## src/rtl/dma_regport_pkg.sv

```systemverilog
package dma_regport_pkg;
  localparam int BYTE_W = 8;
  localparam int REG_W  = 2 * BYTE_W;
  localparam int OFS_W  = 4;

  localparam logic [OFS_W-1:0] OFS_CMD        = 4'h8;
  localparam logic [OFS_W-1:0] OFS_SGL_MASK   = 4'hA;
  localparam logic [OFS_W-1:0] OFS_CLR_PTR    = 4'hC;
  localparam logic [OFS_W-1:0] OFS_MCLR       = 4'hD;
  localparam logic [OFS_W-1:0] OFS_UNMASK_ALL = 4'hE;
  localparam logic [OFS_W-1:0] OFS_MASK_ALL   = 4'hF;

  typedef struct packed {
    logic       chan_wr;
    logic       chan_rd;
    logic [1:0] chan;
    logic       is_cnt;
    logic       cmd_wr;
    logic       stat_rd;
    logic       sgl_mask_wr;
    logic       clr_ptr;
    logic       mclr;
    logic       unmask_all;
    logic       mask_all_wr;
  } dec_t;
endpackage

```

## src/rtl/dma_regport_dec.sv

```systemverilog
module dma_regport_dec
  import dma_regport_pkg::*;
#(
  parameter int NUM_CH = 4
) (
  input  logic [OFS_W-1:0] addr_i,
  input  logic             wr_i,
  input  logic             rd_i,
  output dec_t             dec_o
);
  logic chan_ok;
  logic rd_only;

  generate
    if (NUM_CH >= 4) begin : g_full
      assign chan_ok = 1'b1;
    end else begin : g_part
      assign chan_ok = (int'(addr_i[2:1]) < NUM_CH);
    end
  endgenerate

  // write wins if both strobes are high
  assign rd_only = rd_i & ~wr_i;

  always_comb begin
    dec_o        = '0;
    dec_o.chan   = addr_i[2:1];
    dec_o.is_cnt = addr_i[0];
    if (!addr_i[3]) begin
      dec_o.chan_wr = wr_i & chan_ok;
      dec_o.chan_rd = rd_only & chan_ok;
    end else if (wr_i) begin
      unique case (addr_i)
        OFS_CMD:        dec_o.cmd_wr      = 1'b1;
        OFS_SGL_MASK:   dec_o.sgl_mask_wr = 1'b1;
        OFS_CLR_PTR:    dec_o.clr_ptr     = 1'b1;
        OFS_MCLR:       dec_o.mclr        = 1'b1;
        OFS_UNMASK_ALL: dec_o.unmask_all  = 1'b1;
        OFS_MASK_ALL:   dec_o.mask_all_wr = 1'b1;
        default:        ;
      endcase
    end else if (rd_only && addr_i == OFS_CMD) begin
      dec_o.stat_rd = 1'b1;
    end
  end
endmodule

```

## src/rtl/dma_ptr_ff.sv

```systemverilog
module dma_ptr_ff (
  input  logic clk_i,
  input  logic rst_ni,
  input  logic toggle_i,
  input  logic clear_i,
  output logic hi_o
);
  always_ff @(posedge clk_i or negedge rst_ni) begin
    if (!rst_ni)       hi_o <= 1'b0;
    else if (clear_i)  hi_o <= 1'b0;
    else if (toggle_i) hi_o <= ~hi_o;
  end
endmodule

```

## src/rtl/dma_chan_regs.sv

```systemverilog
module dma_chan_regs
  import dma_regport_pkg::*;
(
  input  logic              clk_i,
  input  logic              rst_ni,
  input  logic              addr_wr_i,
  input  logic              cnt_wr_i,
  input  logic              hi_i,
  input  logic [BYTE_W-1:0] wdata_i,
  input  logic              reload_i,
  input  logic              step_i,
  output logic [REG_W-1:0]  cur_addr_o,
  output logic [REG_W-1:0]  cur_cnt_o,
  output logic              tc_o
);
  logic [REG_W-1:0] base_addr_q, base_cnt_q;
  logic [REG_W-1:0] cur_addr_q, cur_cnt_q;
  logic             any_wr;

  function automatic logic [REG_W-1:0] put_byte(input logic [REG_W-1:0] old,
                                               input logic hi,
                                               input logic [BYTE_W-1:0] b);
    return hi ? {b, old[BYTE_W-1:0]} : {old[REG_W-1:BYTE_W], b};
  endfunction

  assign any_wr     = addr_wr_i | cnt_wr_i;
  assign tc_o       = step_i & ~reload_i & ~any_wr & (cur_cnt_q == '0);
  assign cur_addr_o = cur_addr_q;
  assign cur_cnt_o  = cur_cnt_q;

  always_ff @(posedge clk_i or negedge rst_ni) begin
    if (!rst_ni) begin
      base_addr_q <= '0;
      base_cnt_q  <= '0;
      cur_addr_q  <= '0;
      cur_cnt_q   <= '0;
    end else begin
      if (addr_wr_i) begin
        base_addr_q <= put_byte(base_addr_q, hi_i, wdata_i);
        cur_addr_q  <= put_byte(cur_addr_q, hi_i, wdata_i);
      end
      if (cnt_wr_i) begin
        base_cnt_q <= put_byte(base_cnt_q, hi_i, wdata_i);
        cur_cnt_q  <= put_byte(cur_cnt_q, hi_i, wdata_i);
      end
      if (!any_wr) begin
        if (reload_i) begin
          cur_addr_q <= base_addr_q;
          cur_cnt_q  <= base_cnt_q;
        end else if (step_i) begin
          cur_addr_q <= cur_addr_q + 1'b1;
          cur_cnt_q  <= cur_cnt_q - 1'b1;
        end
      end
    end
  end
endmodule

```

## src/rtl/dma_ctrl_regs.sv

```systemverilog
module dma_ctrl_regs
  import dma_regport_pkg::*;
#(
  parameter int NUM_CH = 4
) (
  input  logic              clk_i,
  input  logic              rst_ni,
  input  logic              cmd_wr_i,
  input  logic              sgl_mask_wr_i,
  input  logic              unmask_all_i,
  input  logic              mask_all_wr_i,
  input  logic              mclr_i,
  input  logic              stat_rd_i,
  input  logic [BYTE_W-1:0] wdata_i,
  input  logic [NUM_CH-1:0] tc_set_i,
  output logic [BYTE_W-1:0] cmd_o,
  output logic [NUM_CH-1:0] mask_o,
  output logic [NUM_CH-1:0] tc_o
);
  logic [NUM_CH-1:0] mask_d;

  always_comb begin
    mask_d = mask_o;
    if (mask_all_wr_i)     mask_d = wdata_i[NUM_CH-1:0];
    else if (unmask_all_i) mask_d = '0;
    else if (sgl_mask_wr_i) begin
      for (int i = 0; i < NUM_CH; i++)
        if (wdata_i[1:0] == 2'(i)) mask_d[i] = wdata_i[2];
    end
  end

  always_ff @(posedge clk_i or negedge rst_ni) begin
    if (!rst_ni) begin
      cmd_o  <= '0;
      mask_o <= '1;
      tc_o   <= '0;
    end else if (mclr_i) begin
      cmd_o  <= '0;
      mask_o <= '1;
      tc_o   <= '0;
    end else begin
      if (cmd_wr_i) cmd_o <= wdata_i;
      mask_o <= mask_d;
      tc_o   <= (stat_rd_i ? '0 : tc_o) | tc_set_i;
    end
  end
endmodule

```

## src/rtl/dma_regport.sv

```systemverilog
module dma_regport
  import dma_regport_pkg::*;
#(
  parameter int NUM_CH = 4
) (
  input  logic                    clk_i,
  input  logic                    rst_ni,
  input  logic [OFS_W-1:0]        addr_i,
  input  logic                    wr_i,
  input  logic                    rd_i,
  input  logic [BYTE_W-1:0]       wdata_i,
  output logic [BYTE_W-1:0]       rdata_o,
  input  logic [NUM_CH-1:0]       step_i,
  input  logic [NUM_CH-1:0]       reload_i,
  output logic [NUM_CH*REG_W-1:0] cur_addr_o,
  output logic [NUM_CH*REG_W-1:0] cur_cnt_o,
  output logic [BYTE_W-1:0]       cmd_o,
  output logic [NUM_CH-1:0]       mask_o,
  output logic [NUM_CH-1:0]       tc_o
);
  localparam int PAD_W = BYTE_W - NUM_CH;

  dec_t              dec;
  logic              ptr_hi;
  logic [NUM_CH-1:0] tc_set;
  logic [REG_W-1:0]  cur_addr_w [NUM_CH];
  logic [REG_W-1:0]  cur_cnt_w  [NUM_CH];
  logic [REG_W-1:0]  rd_word;

  dma_regport_dec #(.NUM_CH(NUM_CH)) u_dec (
    .addr_i(addr_i), .wr_i(wr_i), .rd_i(rd_i), .dec_o(dec)
  );

  dma_ptr_ff u_ptr (
    .clk_i    (clk_i),
    .rst_ni   (rst_ni),
    .toggle_i (dec.chan_wr | dec.chan_rd),
    .clear_i  (dec.clr_ptr | dec.mclr),
    .hi_o     (ptr_hi)
  );

  for (genvar g = 0; g < NUM_CH; g++) begin : g_ch
    logic sel;
    assign sel = (dec.chan == 2'(g));
    dma_chan_regs u_chan (
      .clk_i      (clk_i),
      .rst_ni     (rst_ni),
      .addr_wr_i  (dec.chan_wr & sel & ~dec.is_cnt),
      .cnt_wr_i   (dec.chan_wr & sel & dec.is_cnt),
      .hi_i       (ptr_hi),
      .wdata_i    (wdata_i),
      .reload_i   (reload_i[g]),
      .step_i     (step_i[g]),
      .cur_addr_o (cur_addr_w[g]),
      .cur_cnt_o  (cur_cnt_w[g]),
      .tc_o       (tc_set[g])
    );
    assign cur_addr_o[g*REG_W +: REG_W] = cur_addr_w[g];
    assign cur_cnt_o[g*REG_W +: REG_W]  = cur_cnt_w[g];
  end

  dma_ctrl_regs #(.NUM_CH(NUM_CH)) u_ctrl (
    .clk_i         (clk_i),
    .rst_ni        (rst_ni),
    .cmd_wr_i      (dec.cmd_wr),
    .sgl_mask_wr_i (dec.sgl_mask_wr),
    .unmask_all_i  (dec.unmask_all),
    .mask_all_wr_i (dec.mask_all_wr),
    .mclr_i        (dec.mclr),
    .stat_rd_i     (dec.stat_rd),
    .wdata_i       (wdata_i),
    .tc_set_i      (tc_set),
    .cmd_o         (cmd_o),
    .mask_o        (mask_o),
    .tc_o          (tc_o)
  );

  always_comb begin
    rd_word = '0;
    for (int i = 0; i < NUM_CH; i++)
      if (dec.chan == 2'(i)) rd_word = dec.is_cnt ? cur_cnt_w[i] : cur_addr_w[i];
  end

  always_comb begin
    rdata_o = '0;
    if (dec.chan_rd)      rdata_o = ptr_hi ? rd_word[REG_W-1:BYTE_W] : rd_word[BYTE_W-1:0];
    else if (dec.stat_rd) rdata_o = {{PAD_W{1'b0}}, tc_o};
  end
endmodule

```

## config.mk

```make
export PLATFORM = sky130hd
export DESIGN_NAME = dma_regport
export DESIGN_NICKNAME = d
export VERILOG_FILES = /design/src/rtl/dma_regport_pkg.sv /design/src/rtl/dma_regport_dec.sv /design/src/rtl/dma_ptr_ff.sv /design/src/rtl/dma_chan_regs.sv /design/src/rtl/dma_ctrl_regs.sv /design/src/rtl/dma_regport.sv
export SDC_FILE = /design/constraint.sdc
export NUM_CORES = 1
export LEC_CHECK = 0
export BUFFER_PORTS_ARGS = -buffer_cell sky130_fd_sc_hd__buf_2
export CORE_MARGIN = 1
export CORE_UTILIZATION = 40
export CTS_CLUSTER_SIZE = 24
export DETAILED_ROUTE_END_ITERATION = 10
export PLACE_DENSITY = 0.7
export SYNTH_ARGS = -nofsm -noshare
export SYNTH_HDL_FRONTEND = slang
export SYNTH_HIERARCHICAL = 1
export SYNTH_SLANG_ARGS = --single-unit
```

## constraint.sdc

```tcl
create_clock -name clk_i -period 1.7 [get_ports clk_i]
set_clock_uncertainty 0.1 [all_clocks]
set_input_delay 0.17 -clock clk_i [delete_from_list [all_inputs] [get_ports clk_i]]
set_output_delay 0.17 -clock clk_i [all_outputs]
set_load 0.03 [all_outputs]
```

### Word level (Yosys, flattened, before mapping)

Cells that the tools add are included.

| storage, ports and cells | value |
|---|---|
| register bits after elaboration | 273 |
| input bits | 24 |
| output and inout bits | 152 |

| cells by class | value |
|---|---|
| $add $sub $neg | 8 |
| equality and inequality tests | 12 |
| muxes and demuxes | 77 |
| bitwise gates (word level) | 43 |
| reductions and logical operators | 34 |

Operators by type and width:

| kind | count |
|---|---|
| two-way mux 16 bit | 48 |
| adder 16 x 1 -> 16 bit (second input constant) | 4 |
| logical NOT 16 bit | 4 |
| subtractor 16 x 1 -> 16 bit (second input constant) | 4 |
| AND reduction 2 bit | 20 |
| two-way mux 8 bit | 4 |
| two-way mux 4 bit | 7 |
| bitwise AND 1 bit | 25 |
| == test 4 bit (second input constant) | 6 |
| nonzero test 4 bit | 5 |
| two-way mux 1 bit | 15 |
| inverter 1 bit | 11 |
| == test 2 bit (second input constant) | 4 |
| two-way mux 7 bit | 1 |
| bitwise OR 1 bit | 6 |
| two-way mux 5 bit | 1 |
| == test 2 x 1 -> 1 bit (second input constant) | 2 |
| logical NOT 2 bit | 2 |
| bitwise OR 4 bit | 1 |
| nonzero test 2 bit | 2 |
| two-way mux 2 bit | 1 |
| logical AND 1 bit | 1 |

### Depth between registers and ports, before layout

Gate-level depths: netlist of run 1.

| depth | value |
|---|---|
| depth in word-level cells | 11 |
| depth in mapped cells | 13 |

### Cells and area by module

The synthesis of run 1 kept the hierarchy.

Modules (own cells, without submodules):

| module | times used | cells an instance | area an instance (um^2) | seq. area each (um^2) |
|---|---|---|---|---|
| dma_chan_regs at g_ch[0].u_chan ... | 2 | 357 | 3533.4 | 1601.5 |
| dma_chan_regs at g_ch[2].u_chan ... | 2 | 391 | 3437.0 | 1601.5 |
| dma_regport | 1 | 110 | 1223.7 | 0.0 |
| dma_ctrl_regs | 1 | 65 | 732.0 | 405.4 |
| dma_regport_dec | 1 | 19 | 118.9 | 0.0 |
| dma_ptr_ff | 1 | 3 | 37.5 | 25.0 |

### Worst setup path after synthesis of run 1

No wires, ideal clock.

| timing | value |
|---|---|
| kind | input to register |
| from | in addr_i[1] |
| to | reg g_ch[0].u_chan.cur_addr_q[4] |
| arrival | 2.150 ns |
| data required time | 1.477 ns |
| path slack | -0.673 ns |
| stages on the path | 12 |
| cell sequence | buf_4 > buf_4 > buf_4 > buf_2 > nand2b_1 > nor3_1 > buf_2 > and2b_1 > clkbuf_1 > nor2_1 > a221o_1 > o221a_2 |

| on the way | value |
|---|---|
| longest elaborated chain between the ends | 7 |
| elaborated cells between the ends (all ways) | 9 |

Ends and longest elaborated chain:

| what | line | text |
|---|---|---|
| from (decl) | dma_regport.sv:8 | `input logic [OFS_W-1:0] addr_i,` |
| logical NOT 2 bit * | dma_regport.sv:44 | `assign sel = (dec.chan == 2'(g));` |
| bitwise AND 1 bit * | dma_regport.sv:48, dma_regport.sv:49 |  |
| bitwise AND 1 bit | dma_regport.sv:48 | `.addr_wr_i (dec.chan_wr & sel & ~dec.is_cnt),` |
| two-way mux 16 bit | dma_chan_regs.sv:38 | `if (addr_wr_i) begin` |
| two-way mux 16 bit | dma_chan_regs.sv:50 | `end else if (step_i) begin` |
| two-way mux 16 bit | dma_chan_regs.sv:47 | `if (reload_i) begin` |
| two-way mux 16 bit * | dma_chan_regs.sv:46 | `if (!any_wr) begin` |
| to (signal assigned) | dma_chan_regs.sv:40 | `cur_addr_q <= put_byte(cur_addr_q, hi_i, wdata_i);` |
| to (signal assigned) | dma_chan_regs.sv:48 | `cur_addr_q <= base_addr_q;` |
| to (signal assigned) | dma_chan_regs.sv:51 | `cur_addr_q <= cur_addr_q + 1'b1;` |
| to (decl) | dma_chan_regs.sv:17 | `logic [REG_W-1:0] cur_addr_q, cur_cnt_q;` |

Every way passes the cells marked *; elsewhere a longest branch is shown, timed or not.
A chain may end at the register's enable or synchronous reset.

### Worst setup path in the final report of run 1

| timing | value |
|---|---|
| from | reg g_ch[1].u_chan.cur_cnt_q[11] |
| to | out rdata_o[3] |

| on the way | value |
|---|---|
| longest elaborated chain between the ends | 6 |

Ends and longest elaborated chain:

| what | line | text |
|---|---|---|
| from (decl) | dma_chan_regs.sv:17 |  |
| from (signal assigned) | dma_chan_regs.sv:44 | `cur_cnt_q <= put_byte(cur_cnt_q, hi_i, wdata_i);` |
| from (signal assigned) | dma_chan_regs.sv:49 | `cur_cnt_q <= base_cnt_q;` |
| from (signal assigned) | dma_chan_regs.sv:52 | `cur_cnt_q <= cur_cnt_q - 1'b1;` |
| two-way mux 16 bit (4 in a row) | dma_regport.sv:81 | `if (dec.chan == 2'(i)) rd_word = dec.is_cnt ? cur_cnt_w[i] : cur_addr_w[i];` |
| two-way mux 8 bit (2 in a row) | dma_regport.sv:86 | `if (dec.chan_rd) rdata_o = ptr_hi ? rd_word[REG_W-1:BYTE_W] : rd_word[BYTE_W-1:0];` |
| to (decl) | dma_regport.sv:12 | `output logic [BYTE_W-1:0] rdata_o,` |

No other way between the ends.

==> results of run 1 <==
## sequential cells by signal, indices dropped and copies added, names as in the netlist
name,count
g_ch.u_chan/base_cnt_q,64
g_ch.u_chan/base_addr_q,64
g_ch.u_chan/cur_cnt_o,64
g_ch.u_chan/cur_addr_o,64
u_ctrl/cmd_o,8
u_ptr/hi_o,1
u_ctrl/mask_o,4
u_ctrl/tc_o,4
## power groups by stage
stage / clock network [mW] / logic (mW) / registers, mW
after floorplan: 0 / 5.83 / 13.1
after global placement: 0 / 14.4 / 10.8
after detailed placement: 0 / 14.8 / 10.9
after CTS: 6.84 / 16.0 / 10.8
after global routing: 7.09 / 19.4 / 11.2
final: 6.81 / 18.5 / 11.0
## through the flow
step | TNS [ns] | cells | setup WS [ns] | util | cell area (um2)
global placement | -62.42 | 2744 | -0.817 | 0.536 | 21200
detailed placement | -72.09 | 2744 | -0.874 | 0.536 | 21200
CTS | -8.96 | 2835 | -0.960 | 0.587 | 23300
floorplan | -28.14 | 1693 | -0.328 | - | 16700
finish | -55.15 | 2899 | -0.966 | 0.632 | 25100
global route | -63.71 | 2898 | -0.965 | 0.632 | 25100
## path summary, 6_finish.rpt
kind                                                           start                                        end  slack, ns  cells past startpoint
min reg2reg                g_ch[2].u_chan/base_addr_q[8]$_DFFE_PN0P_  g_ch[2].u_chan/base_addr_q[8]$_DFFE_PN0P_       0.37                      2
max reg2reg                                   u_ptr/hi_o$_DFFE_PN0P_     g_ch[0].u_chan/cur_addr_o[0]$_DFF_PN0_      -0.63                     11
min in group asynchronous                                     rst_ni     g_ch[1].u_chan/cur_addr_o[3]$_DFF_PN0_       0.19                      3
min                                                        step_i[3]      g_ch[3].u_chan/cur_cnt_o[1]$_DFF_PN0_       0.02                      4
max                           g_ch[1].u_chan/cur_cnt_o[11]$_DFF_PN0_                                 rdata_o[3]      -0.97                      5
max in group asynchronous                                     rst_ni      g_ch[1].u_chan/cur_cnt_o[9]$_DFF_PN0_       0.20                      3
## cells by family after synthesis
group / after synthesis
adders and majority gates: 8
muxes: 123
and+or+nand+nor: 696
buffers and inverters: 121
xor gates and xnor gates: 99
DFF: 273
AOI/OAI and AO/OA: 373
## critical path, stage by stage, from the launching register on
cell      delay (ns)
dfrtp_2         0.45
mux2_4          0.28
a222oi_1        0.53
and4_1          0.33
a211oi_4        0.06
buf_6           0.15
## area by class of cell
class / count / area share
repair buffers: 721 / 0.240
clock buffers: 50 / 0.0378
diodes: 1 / 0.0000998
well taps: 525 / 0.0262
flip-flops and latches: 273 / 0.275
clock inverters: 6 / 0.00235
inverters: 18 / 0.00299
multi-input cells: 1305 / 0.416
## cells in the mapped netlist (10+ instances only)
library cell,n
a211oi_1,14
a21o_1,38
a21oi_1,111
a221oi_1,10
a2bb2oi_1,14
a31oi_1,12
and3_1,38
buf_2,46
clkbuf_1,44
dfrtp_1,269
inv_1,16
mux2_2,66
mux2i_1,30
mux4_2,24
nand2_1,318
nand2b_1,20
nand3_1,80
nand4_1,16
nor2_1,83
nor2_2,10
nor2b_1,13
nor3_1,24
nor4_1,10
o211ai_1,14
o21ai_0,44
o221a_2,10
o22ai_1,54
xnor2_1,51
xor2_1,48
## per-layer routing
layer	up-vias	global-route usage	share of wire
met2	1002	0.490	0.46
met4	0	0.122	0.052
met3	239	0.0556	0.096
met1	8560	0.418	0.39
met5	-	0	0
li1	7470	-	-
## timing repair
item / CTS / global route
gates resized for setup: 183 / 321
setup buffers: 21 / 67
gates cloned: 3 / 9
endpoints found under the setup margin: 104 / 136
endpoints found under the hold margin: 317 / 0
pin swaps: 53 / 94
hold buffers: 14 / 0
==> flow_summary.ini, run 1 <==
[detailed_routing]
ant_nets = 0
routed_via_density = 5.96
via_count = 17300
wl_per_cell_um = 23.4
drt-initial-drc-count = 1558
routed_wl_um = 67900
drc = 0
firstDrtPassIters = 5

[synth]
yosys.area_share.simple = 0.222
synth_flop_cell = dfrtp_1
yosys-top-cells-area = dfrtp_1, nand2_1, mux2_2, a21oi_1, mux4_2
synth_top_family_by_area = simple AND/OR/NAND/NOR gates
yosys_warnings = 6
yosysTopAreaCell = dfrtp_1
async_reset_ff_frac = 1.00
synth_compound_area_frac = 0.154
synth-seq-area-share = 0.426
synth_fa_ha_area_frac = 0.00624
syn-num-nets = 1725
syn_inst = 1693
avgSynthCellArea_um2 = 9.48
synth-edff-count = 0
synth_xor_area_frac = 0.0540
synth.distinct_cells = 75
ys_ff_latch = 273
synth_top_area_frac = 0.419
muxShareOfSynthArea = 0.101
syn_area_mm2 = 0.0161

[pwr]
power_density_mw_per_mm2 = 1450
p_sw_mw = 15.1
power_frac_seq = 0.304
p_leak_nw = 11.8
power_frac_comb = 0.509
clkPwrFrac = 0.187
switching_share = 0.415
total_power_mw = 36.3
p_int_mw = 21.2
ir_drop_mv = 0.868

[timing]
maxSlewHeadroom = 0.271
finalCritPeriodShare = 1.57
setup_viol = 186
worst_slack_ns = -0.966
clock.fmax_mhz = 375
hold_viol = 0
tightest_slew_ns = 1.09
fin_crit_ns = 2.67
slew_viol_final = 0
hold_slack_ns = 0.0210
rsz0062_at_grt = true

[worst_setup_path]
cp_max_fo = 2
path_class = reg -> out
end_kind = output port
required_ns = 1.43
start_kind = flop
arrival_ns = 2.40

[flow_run]
cap_violations = 0

[cells_and_area]
n_fill_cell = 3035
layout_commonest_cell = buf_4
multi_input_area_mm2 = 0.0104
drive_gt1_frac = 0.510
area.sequential_mm2 = 0.00689
final_cell_mix = buf_4, nand2_1, dfrtp_1
syn_to_final_growth_pct = 56.2
nets = 2382

[clock_network]
cts_tree = done
cts_buffers = 31
htree_levels = 1
cts.sink_count = 273
root_buffer = clkbuf_16
clock_latency_ns = 0.59
clkTransAtPathRegs_ns = 0.06
clock_path_buffers = 3

[die]
coreArea_mm2 = 0.0396
fp.dieArea_mm2 = 0.0409
die_h_um = 202
fp.dieW_um = 202
core.rowCount = 73
ios = 176
start_util = 0.405

[grt]
grt_pass1_wl_um = 98000
grt_start_max_net_pins = 38
gr-total-overflow = 0
grt_pass1_vias = 16600
track_usage = 0.309
antenna_found_initial = 1

[run_status]
violations = negative setup slack
status = finished with violations

[placed_design]
dp_hpwl_um = 45700
place.gp.congestion = 0.947
io_buffers = 175

[min_path]
hold_class = in -> reg
No activity file was read; power rests on OpenSTA's default activity.
==> run 2, diff against run 1 <==
PLACE_DENSITY = unset   (was 0.7)
==> run 2 against run 1 <==
Compared with the run above: power up 1.6%; clock power up 11%; first-iteration DRC count down 11%; worst hold slack better by 0.018 ns; worst setup slack better by 0.17 ns; cell count up 0.34%; critical endpoint unchanged; flip-flop and latch count unchanged; routed wire length down 1.5%; global-route usage up 0.31 points; largest cell class unchanged; fmax up 6.6%; register-to-register slack better by 0.20 ns; the flow still finishes with violations (negative setup slack); die area unchanged.
==> flow_summary.ini, run 2 (synthesized netlist as in run 1, its figures left out) <==
[cells_and_area]
final_cell_area_mm2 = 0.0251
layout_commonest_cell = buf_4
final_cell_mix = buf_4, nand2_1, dfrtp_1
syn_to_final_growth_pct = 56.6
drive_gt1_frac = 0.510
antenna_cells = 0
nets = 2390

[die]
coreArea_mm2 = 0.0396
fp.dieArea_mm2 = 0.0409
start_util = 0.405
die_h_um = 202
fp.dieW_um = 202
ios = 176
core.rowCount = 73

[detailed_routing]
ant_nets = 0
routed_via_density = 5.84
drt-met1-wl_um = 26800
highest_layer = met5
dr_wl_met2_um = 30900
firstDrtPassIters = 7
drt-initial-drc-count = 1391
routed_wl_um = 66900
via_count = 17000
wl_met3_um = 6250
wl_per_cell_um = 23.0
drc = 0

[grt]
gr-total-overflow = 0
grt_pass1_vias = 16400
track_usage = 0.312
grt_pass1_wl_um = 97800
antenna_found_initial = 1
grt_start_max_net_pins = 72

[clock_network]
clock_path_buffers = 3
clock_latency_ns = 0.55
htree_levels = 2
cts.sink_count = 273
clkTransAtPathRegs_ns = 0.06
cts_buffers = 34
root_buffer = clkbuf_16
cts_tree = done

[timing]
worst_slack_ns = -0.801
slew_viol_final = 0
clock.fmax_mhz = 400
finalCritPeriodShare = 1.47
tightest_slew_ns = 0.820
rsz0062_at_grt = true
hold_viol = 0
hold_slack_ns = 0.0386
fin_crit_ns = 2.50
setup_viol = 125
maxSlewHeadroom = 0.453

[run_status]
status = finished with violations
violations = negative setup slack

[pwr]
total_power_mw = 36.9
ir_drop_mv = 1.02
p_leak_nw = 11.7
power_density_mw_per_mm2 = 1470

[worst_setup_path]
worstPathCellList = mux2_4 > a222oi_1 > and4_1 > a211oi_4 > buf_6
required_ns = 1.43
regToRegSetupSlack_ns = -0.43
cp_max_fo = 2
start_kind = flop
path_delay_family = compound AO/OA/AOI/OAI gates
slowest_stage = a222oi_1
path_class = reg -> out
end_kind = output port
worst-path-buf-inv = 1
slowest_delay_ns = 0.45
arrival_ns = 2.23

[placed_design]
io_buffers = 175
place_area_mm2 = 0.0213
place.gp.congestion = 0.932
dp_hpwl_um = 45500

[flow_run]
cap_violations = 0

[min_path]
hold_class = in -> reg
-- run 2: changes by cell type in the layout (fill, tap and decap cells not counted), sizes merged --
cell,before,now
and2b,4,3
buf,698,711
bufbuf,0,1
clkbuf,60,62
clkinv,4,3
clkinvlp,0,1
diode,1,0
inv,19,18
nand2,323,321
nand2b,24,23
-- run 2: worst paths after layout --
kind	from	endpoint	cells past startpoint
min in group asynchronous	rst_ni	g_ch[0].u_chan/base_addr_q[14]$_DFFE_PN0P_	3
worst min-delay path	step_i[0]	g_ch[0].u_chan/cur_addr_o[14]$_DFF_PN0_	4
worst max register to register	u_ptr/hi_o$_DFFE_PN0P_	g_ch[0].u_chan/cur_cnt_o[15]$_DFF_PN0_	11
max in group asynchronous	rst_ni	g_ch[1].u_chan/cur_cnt_o[9]$_DFF_PN0_	3
worst max-delay path	g_ch[1].u_chan/cur_cnt_o[11]$_DFF_PN0_	rdata_o[3]	5
worst min register to register	g_ch[2].u_chan/base_addr_q[5]$_DFFE_PN0P_	g_ch[2].u_chan/base_addr_q[5]$_DFFE_PN0P_	2
-- run 2: routing by layer --
layer,track usage,vias up
met5,0,-
li1,-,7489
met4,0.128,2
met1,0.419,8480
met3,0.0642,188
met2,0.491,817
-- run 2: final cells by class --
| type | instances | area, um2 |
|---|---|---|
| clock inverters | 5 | 52.6 |
| repair buffers | 730 | 6050 |
| well taps | 525 | 657 |
| clock buffers | 57 | 1100 |
| inverters | 18 | 80.1 |
| flip-flops and latches | 273 | 6890 |
| multi-input cells | 1301 | 10300 |
| fillers | 3216 | 14500 |
-- run 2: timing repair --
item	in CTS	in global routing
pin swaps	58	94
endpoints found under the hold margin	312	0
resized for setup	211	269
endpoints found under the setup margin	94	140
buffers inserted	23	45
hold buffers	13	0
cloned	2	8
-- run 2: worst register-to-register path: stages, from the launching register on --
cell and delay [ns]:
dfrtp_2 0.44, buf_6 0.15, buf_6 0.11, buf_6 0.10
buf_6 0.10, buf_6 0.12, buf_12 0.14, buf_4 0.13
and3_4 0.16, a21oi_1 0.12, a2bb2oi_1 0.21, nand3_1 0.11
-- run 2: through the flow --
stage                     cells   util  setup slack, ns  TNS, ns
after floorplan            1693      -           -0.328   -28.14
after global placement     2767  0.538           -0.674   -66.51
after detailed placement   2767  0.538           -0.683   -71.42
after CTS                  2865  0.595           -0.814   -11.33
after global routing       2909  0.634           -0.827   -32.63
final                      2909  0.634           -0.801   -25.89
-- run 2: report_power, final --
part | switching, mW | internal (mW) | leakage [nW]
Clock | 3.01 | 4.56 | 0.566
Sequential | 2.17 | 8.92 | 3.38
Combinational | 9.82 | 8.40 | 7.77
